===== src/rtl/gct_pkg.sv =====
package gct_pkg;
    localparam int BYTE_W     = 8;
    localparam int STRAP_W    = 3;
    localparam int GAIN_W     = 5;
    localparam int CNT_W      = $clog2(BYTE_W + 1);
    localparam logic [3:0]        DEV_PREFIX = 4'b1010;
    localparam logic [BYTE_W-1:0] CTRL_ADDR  = 8'hF8;
    localparam logic [BYTE_W-1:0] CTRL_RESET = 8'h80;
    localparam logic [GAIN_W-1:0] GAIN_MAX   = 5'h14;
    localparam int STBY_BIT = 7;
    localparam int MUTE_BIT = 5;

    typedef enum logic [3:0] {
        ST_IDLE,
        ST_ADDR,
        ST_ADDR_ACK,
        ST_MEM,
        ST_MEM_ACK,
        ST_DATA,
        ST_DATA_ACK,
        ST_TX,
        ST_TX_ACK,
        ST_IGNORE
    } state_t;
endpackage


===== src/rtl/gct_sync.sv =====
module gct_sync #(
    parameter int STAGES = 2
) (
    input  logic clk,
    input  logic rst_n,
    input  logic scl_i,
    input  logic sda_i,
    output logic scl_rise,
    output logic scl_fall,
    output logic start_det,
    output logic stop_det,
    output logic sda_bit
);
    // STAGES synchroniser flops plus one history flop per line
    logic [STAGES:0] scl_sh, sda_sh;
    logic scl_now, scl_prev, sda_now, sda_prev;

    always_ff @(posedge clk or negedge rst_n) begin
        if (!rst_n) begin
            scl_sh <= '1;
            sda_sh <= '1;
        end else begin
            scl_sh <= {scl_sh[STAGES-1:0], scl_i};
            sda_sh <= {sda_sh[STAGES-1:0], sda_i};
        end
    end

    assign scl_now  = scl_sh[STAGES-1];
    assign scl_prev = scl_sh[STAGES];
    assign sda_now  = sda_sh[STAGES-1];
    assign sda_prev = sda_sh[STAGES];

    assign scl_rise  = scl_now & ~scl_prev;
    assign scl_fall  = ~scl_now & scl_prev;
    assign start_det = scl_now & scl_prev & sda_prev & ~sda_now;
    assign stop_det  = scl_now & scl_prev & ~sda_prev & sda_now;
    assign sda_bit   = sda_now;
endmodule


===== src/rtl/gct_ctrl_reg.sv =====
module gct_ctrl_reg
    import gct_pkg::*;
(
    input  logic              clk,
    input  logic              rst_n,
    input  logic              wr_en,
    input  logic [BYTE_W-1:0] wr_ptr,
    input  logic [BYTE_W-1:0] wr_data,
    output logic [BYTE_W-1:0] ctrl_q,
    output logic              standby_o,
    output logic              mute_o,
    output logic [GAIN_W-1:0] gain_o
);
    logic accept;

    assign accept = wr_en && (wr_ptr == CTRL_ADDR) && (wr_data[GAIN_W-1:0] <= GAIN_MAX);

    always_ff @(posedge clk or negedge rst_n) begin
        if (!rst_n)      ctrl_q <= CTRL_RESET;
        else if (accept) ctrl_q <= wr_data;
    end

    assign standby_o = ctrl_q[STBY_BIT];
    assign mute_o    = ctrl_q[MUTE_BIT] | ctrl_q[STBY_BIT];
    assign gain_o    = ctrl_q[GAIN_W-1:0];
endmodule


===== src/rtl/gct_fsm.sv =====
module gct_fsm
    import gct_pkg::*;
(
    input  logic               clk,
    input  logic               rst_n,
    input  logic               scl_rise,
    input  logic               scl_fall,
    input  logic               start_det,
    input  logic               stop_det,
    input  logic               sda_bit,
    input  logic [STRAP_W-1:0] strap_i,
    input  logic [BYTE_W-1:0]  ctrl_q,
    output logic               wr_en,
    output logic [BYTE_W-1:0]  wr_data,
    output logic [BYTE_W-1:0]  ptr_q,
    output logic               sda_low,
    output state_t             state
);
    state_t             nxt;
    logic [CNT_W-1:0]   cnt;
    logic [BYTE_W-1:0]  shreg, txsh, rd_byte;
    logic               byte_done, addr_hit, rx_state, ack_fall;

    assign byte_done = scl_fall && (cnt == CNT_W'(BYTE_W));
    assign addr_hit  = (shreg[BYTE_W-1:1] == {DEV_PREFIX, strap_i});
    assign rd_byte   = (ptr_q == CTRL_ADDR) ? ctrl_q : '0;
    assign rx_state  = (state == ST_ADDR) || (state == ST_MEM) || (state == ST_DATA);
    assign ack_fall  = scl_fall && ((state == ST_ADDR_ACK) || (state == ST_MEM_ACK) ||
                                    (state == ST_DATA_ACK) || (state == ST_TX_ACK));
    assign wr_en     = (state == ST_DATA) && byte_done;
    assign wr_data   = shreg;

    always_comb begin
        nxt = state;
        if (start_det)     nxt = ST_ADDR;
        else if (stop_det) nxt = ST_IDLE;
        else begin
            unique case (state)
                ST_IDLE, ST_IGNORE: nxt = state;
                ST_ADDR:     if (byte_done) nxt = addr_hit ? ST_ADDR_ACK : ST_IGNORE;
                ST_ADDR_ACK: if (scl_fall)  nxt = shreg[0] ? ST_TX : ST_MEM;
                ST_MEM:      if (byte_done) nxt = ST_MEM_ACK;
                ST_MEM_ACK:  if (scl_fall)  nxt = ST_DATA;
                ST_DATA:     if (byte_done) nxt = ST_DATA_ACK;
                ST_DATA_ACK: if (scl_fall)  nxt = ST_DATA;
                ST_TX:       if (byte_done) nxt = ST_TX_ACK;
                ST_TX_ACK: begin
                    if (scl_rise && sda_bit) nxt = ST_IGNORE;
                    else if (scl_fall)       nxt = ST_TX;
                end
                default: nxt = ST_IDLE;
            endcase
        end
    end

    // state register
    always_ff @(posedge clk or negedge rst_n) begin
        if (!rst_n) state <= ST_IDLE;
        else        state <= nxt;
    end

    // bit counter, receive shifter and pointer
    always_ff @(posedge clk or negedge rst_n) begin
        if (!rst_n) begin
            cnt   <= '0;
            shreg <= '0;
            ptr_q <= '0;
        end else begin
            if (start_det || stop_det || byte_done || ack_fall)
                cnt <= '0;
            else if (scl_rise && (rx_state || state == ST_TX))
                cnt <= cnt + 1'b1;
            if (scl_rise && rx_state)
                shreg <= {shreg[BYTE_W-2:0], sda_bit};
            if ((state == ST_MEM) && byte_done)
                ptr_q <= shreg;
        end
    end

    // SDA output process
    always_ff @(posedge clk or negedge rst_n) begin
        if (!rst_n) begin
            sda_low <= 1'b0;
            txsh    <= '0;
        end else if (start_det || stop_det) begin
            sda_low <= 1'b0;
        end else if (scl_fall) begin
            unique case (state)
                ST_ADDR:              sda_low <= byte_done && addr_hit;
                ST_MEM, ST_DATA:      sda_low <= byte_done;
                ST_ADDR_ACK, ST_TX_ACK: begin
                    if (nxt == ST_TX) begin
                        txsh    <= rd_byte;
                        sda_low <= ~rd_byte[BYTE_W-1];
                    end else begin
                        sda_low <= 1'b0;
                    end
                end
                ST_TX: begin
                    if (byte_done) begin
                        sda_low <= 1'b0;
                    end else begin
                        txsh    <= {txsh[BYTE_W-2:0], 1'b0};
                        sda_low <= ~txsh[BYTE_W-2];
                    end
                end
                default: sda_low <= 1'b0;
            endcase
        end
    end
endmodule


===== src/rtl/gain_ctrl_target.sv =====
module gain_ctrl_target
    import gct_pkg::*;
#(
    parameter int SYNC_STAGES = 2
) (
    input  logic               clk,
    input  logic               rst_n,
    input  logic               scl_i,
    input  logic               sda_i,
    input  logic [STRAP_W-1:0] strap_i,
    output logic               sda_pull_o,
    output logic               standby_o,
    output logic               mute_o,
    output logic [GAIN_W-1:0]  gain_o
);
    logic scl_rise, scl_fall, start_det, stop_det, sda_bit;
    logic wr_en;
    logic [BYTE_W-1:0] wr_data, ptr_q, ctrl_q;
    state_t state;

    gct_sync #(.STAGES(SYNC_STAGES)) sync_i (
        .clk(clk), .rst_n(rst_n), .scl_i(scl_i), .sda_i(sda_i),
        .scl_rise(scl_rise), .scl_fall(scl_fall),
        .start_det(start_det), .stop_det(stop_det), .sda_bit(sda_bit)
    );

    gct_fsm fsm_i (
        .clk(clk), .rst_n(rst_n), .scl_rise(scl_rise), .scl_fall(scl_fall),
        .start_det(start_det), .stop_det(stop_det), .sda_bit(sda_bit),
        .strap_i(strap_i), .ctrl_q(ctrl_q), .wr_en(wr_en), .wr_data(wr_data),
        .ptr_q(ptr_q), .sda_low(sda_pull_o), .state(state)
    );

    gct_ctrl_reg reg_i (
        .clk(clk), .rst_n(rst_n), .wr_en(wr_en), .wr_ptr(ptr_q), .wr_data(wr_data),
        .ctrl_q(ctrl_q), .standby_o(standby_o), .mute_o(mute_o), .gain_o(gain_o)
    );
endmodule


===== config.mk =====
export PLATFORM = sky130hd
export DESIGN_NAME = gain_ctrl_target
export DESIGN_NICKNAME = d
export VERILOG_FILES = /design/src/rtl/gct_pkg.sv /design/src/rtl/gct_sync.sv /design/src/rtl/gct_ctrl_reg.sv /design/src/rtl/gct_fsm.sv /design/src/rtl/gain_ctrl_target.sv
export SDC_FILE = /design/constraint.sdc
export NUM_CORES = 1
export LEC_CHECK = 0
export CAP_MARGIN = 20
export CORE_MARGIN = 2
export CORE_UTILIZATION = 58
export CTS_BUF_LIST = sky130_fd_sc_hd__clkbuf_2 sky130_fd_sc_hd__clkbuf_4 sky130_fd_sc_hd__clkbuf_8
export DETAILED_ROUTE_END_ITERATION = 10
export PLACE_DENSITY = 0.76
export REMOVE_ABC_BUFFERS = 1
export SYNTH_ARGS = -nofsm -noshare
export SYNTH_HDL_FRONTEND = slang
export SYNTH_SLANG_ARGS = --single-unit

===== constraint.sdc =====
create_clock -name clk -period 2.9 [get_ports clk]
set_input_delay 0.58 -clock clk [delete_from_list [all_inputs] [get_ports clk]]
set_output_delay 0.58 -clock clk [all_outputs]
set_load 0.02 [all_outputs]

==> impl_metrics.py <==
metrics = {
    "detailed_routing": {
        "drt_iter0_markers": 175,
        "first_pass_iters": 4,
        "totalWireLength_um": 4710,
        "wl_per_cell_um": 17.8,
        "ant_nets": 0,
        "dr_total_vias": 1628,
        "drc": 0,
        "viasPerCell": 6.14,
    },
    "clock_network": {
        "postCtsHoldBufs": 0,
        "cts-root-buf": "clkbuf_8",
        "cts.clk_slew.worst_paths_ps": 90,
        "cts_made_buffers": 5,
        "cts_setup_buffers": 0,
        "clk_latency_ps": 310,
        "htree_levels": 2,
        "cts_tree": "done",
        "ctsResizeCount": 0,
        "clock_path_buffers": 2,
        "cts.sinks": 46,
    },
    "min_path": {
        "hp-class": "in -> async",
    },
    "power_and_ir_drop": {
        "p_switching_uw": 473,
        "p_total_mw": 1.49,
        "switching_share_pct": 31.6,
        "p_leak_nw": 1.16,
        "comb_power_share_pct": 15.5,
        "clock_power_share_pct": 27.8,
        "internal_power_mw": 1.02,
        "pwr-share-seq_pct": 56.7,
        "powerDensity_nw_per_um2": 574,
        "ir_worst_vdd_mv": 0.429,
    },
    "placement": {
        "place_inst": 256,
        "dp_hpwl_um": 3270,
        "gp_congestion": 0.968,
        "pre_cts_ws_ps": 569,
        "io_buffers": 14,
    },
    "grt": {
        "grt_max_degree": 47,
        "grt_pass1_vias": 1536,
        "grt_pass1_wl_um": 7650,
        "grt.overflow.total": 0,
        "track_usage_pct": 22.7,
        "antenna_found_initial": 0,
    },
    "synthesis": {
        "async_flop_share_pct": 100,
        "synth-seq-cells": 46,
        "netlist_instances": 205,
        "avgSynthCellArea_um2": 11.6,
        "yosysUniqueCellTypes": 49,
        "yosys.area.top_type": "dfrtp_1",
        "synth_most_common_cell": "dfrtp_1",
        "synth_edf_count": 0,
        "ys_seq_area_share_pct": 48.6,
        "synth_common_cells": "dfrtp_1 (39), mux2_2 (27), nand2_1 (19)",
        "ys.flop_type": "dfrtp_1",
        "synthTopCellsByArea": "dfrtp_1 (41%), mux2_2 (13%), dfstp_2 (7.7%)",
        "yosysWarnings": 0,
        "syn-cell-area_um2": 2390,
        "synth_top_area_share_pct": 40.9,
    },
    "final_layout": {
        "register_area_um2": 1160,
        "multi_input_area_um2": 1120,
        "final_cells": 265,
        "drive_gt1_share_pct": 28.8,
        "syn_to_final_growth_pct": 9.07,
        "fillers": 309,
        "final_nets": 223,
        "num_antenna_cells": 0,
    },
    "timing": {
        "rsz0062_at_grt": "false",
        "drv_slew": 0,
        "fmax_mhz": 426,
        "holdWs_ps": 76.4,
        "fin_ws_ps": 551,
        "period_minus_slack_ps": 2350,
        "maxSlewHeadroom_pct": 43.2,
        "tns_ps": 0,
        "fin_worst_skew_ps": 7.38,
        "period_share_pct": 81.0,
        "finalHoldViolCount": 0,
        "setup-violations-final": 0,
        "worst_pin_slew_ps": 846,
    },
    "floorplanning": {
        "die_y_um": 68.1,
        "floorplan.initialDensity_pct": 60.1,
        "coreArea_um2": 3970,
        "die-area_um2": 4640,
        "fp.dieW_um": 68.1,
        "ios": 15,
        "core.rowCount": 23,
    },
    "flow_run": {
        "maxCapViolCount": 0,
    },
    "setup_path": {
        "cp.arrival_ps": 2550,
        "critPathMaxFanout": 8,
        "start_kind": "register",
        "cp.required_ps": 3100,
        "path_class": "reg -> reg",
        "cp-end-kind": "register",
    },
    "status": {
        "status": "finished, final reports clean",
    },
}
==> layout by cell type (no fill, tap or decap), types with 4 or more instances in the layout <==
cell type	count
a21oi_1	4
nor2_1	10
inv_1	4
nand2_1	19
mux2_2	27
clkdlybuf4s50_1	13
nand3_1	6
o21ai_0	7
nor3_1	5
dfstp_2	7
dfrtp_1	39
clkbuf_8	5
xor2_1	5
==> path summary, 6_finish.rpt <==
path | from | endpoint | slack, ps | cells after the start
worst min register to register | sync_i.sda_sh[0] | sync_i.sda_sh[1] | 360 | 0
worst max-delay path | fsm_i.cnt[0] | reg_i.ctrl_q[2] | 550 | 7
worst min-delay path | rst_n | fsm_i.cnt[3] | 80 | 1
worst max register to register | fsm_i.cnt[0] | reg_i.ctrl_q[2] | 550 | 7
min in group clk | sync_i.sda_sh[0] | sync_i.sda_sh[1] | 360 | 0
max in group asynchronous | rst_n | sync_i.sda_sh[1] | 2330 | 2
==> cell type report <==
| cell class | instances | area share (%) |
|---|---|---|
| Inverter | 4 | 0.577 |
| Sequential cell | 46 | 44.6 |
| Clock inverter | 3 | 0.913 |
| Tap cell | 50 | 2.40 |
| Multi-Input combinational cell | 142 | 42.9 |
| Clock buffer | 5 | 2.64 |
| Timing Repair Buffer | 15 | 5.96 |
==> sequential cells by signal (all words and copies together), names as in the netlist <==
register       flops
reg_i.ctrl_q       8
fsm_i.sda_low      1
sync_i.scl_sh      3
fsm_i.wr_data      8
fsm_i.state        4
fsm_i.ptr_q        8
fsm_i.cnt          4
sync_i.sda_sh      3
fsm_i.txsh         7
==> routing by layer <==
metal / track usage, % / up-vias / routed length [um]
met2: 34.8 / 63 / 2280
met1: 31.4 / 813 / 2110
met4: 10.3 / 0 / 51
met3: 4.28 / 8 / 272
met5: 0 / - / 0
li1: - / 744 / -
==> metrics by stage <==
step                cell area, um^2  utilization [%]
floorplan                      2290                -
finish                         2600             65.5
detailed placement             2490             62.7
global placement               2490             62.7
CTS                            2580             65.0
global route                   2600             65.5
==> critical path, stage by stage, from the launching register on <==
cell     delay, ps
dfrtp_1        430
inv_1           70
ha_1           220
nand2_1         70
nor2_1         280
nand2_1        200
nor4_4         570
mux2_2         400
==> power groups by stage <==
stage               sequential (mW)  combinational, mW  clock, mW
floorplan                     0.815              0.176          0
global placement              0.853              0.216          0
detailed placement            0.857              0.230          0
CTS                           0.845              0.231      0.417
global route                  0.860              0.262      0.445
finish                        0.848              0.232      0.415
==> kinds of logic (layout without fill, tap and decap cells) <==
kind of cell | Yosys count | after routing | share of synthesized area (%)
and+or+nand+nor | 72 | 72 | 19.4
DFF | 46 | 46 | 48.6
AOI/OAI and AO/OA | 31 | 31 | 9.18
muxes | 30 | 30 | 14.6
buffers and inverters | 17 | 27 | 4.56
xor gates and xnor gates | 7 | 7 | 2.57
adders and majority gates | 2 | 2 | 1.05
(Power assumes the default switching activity.)
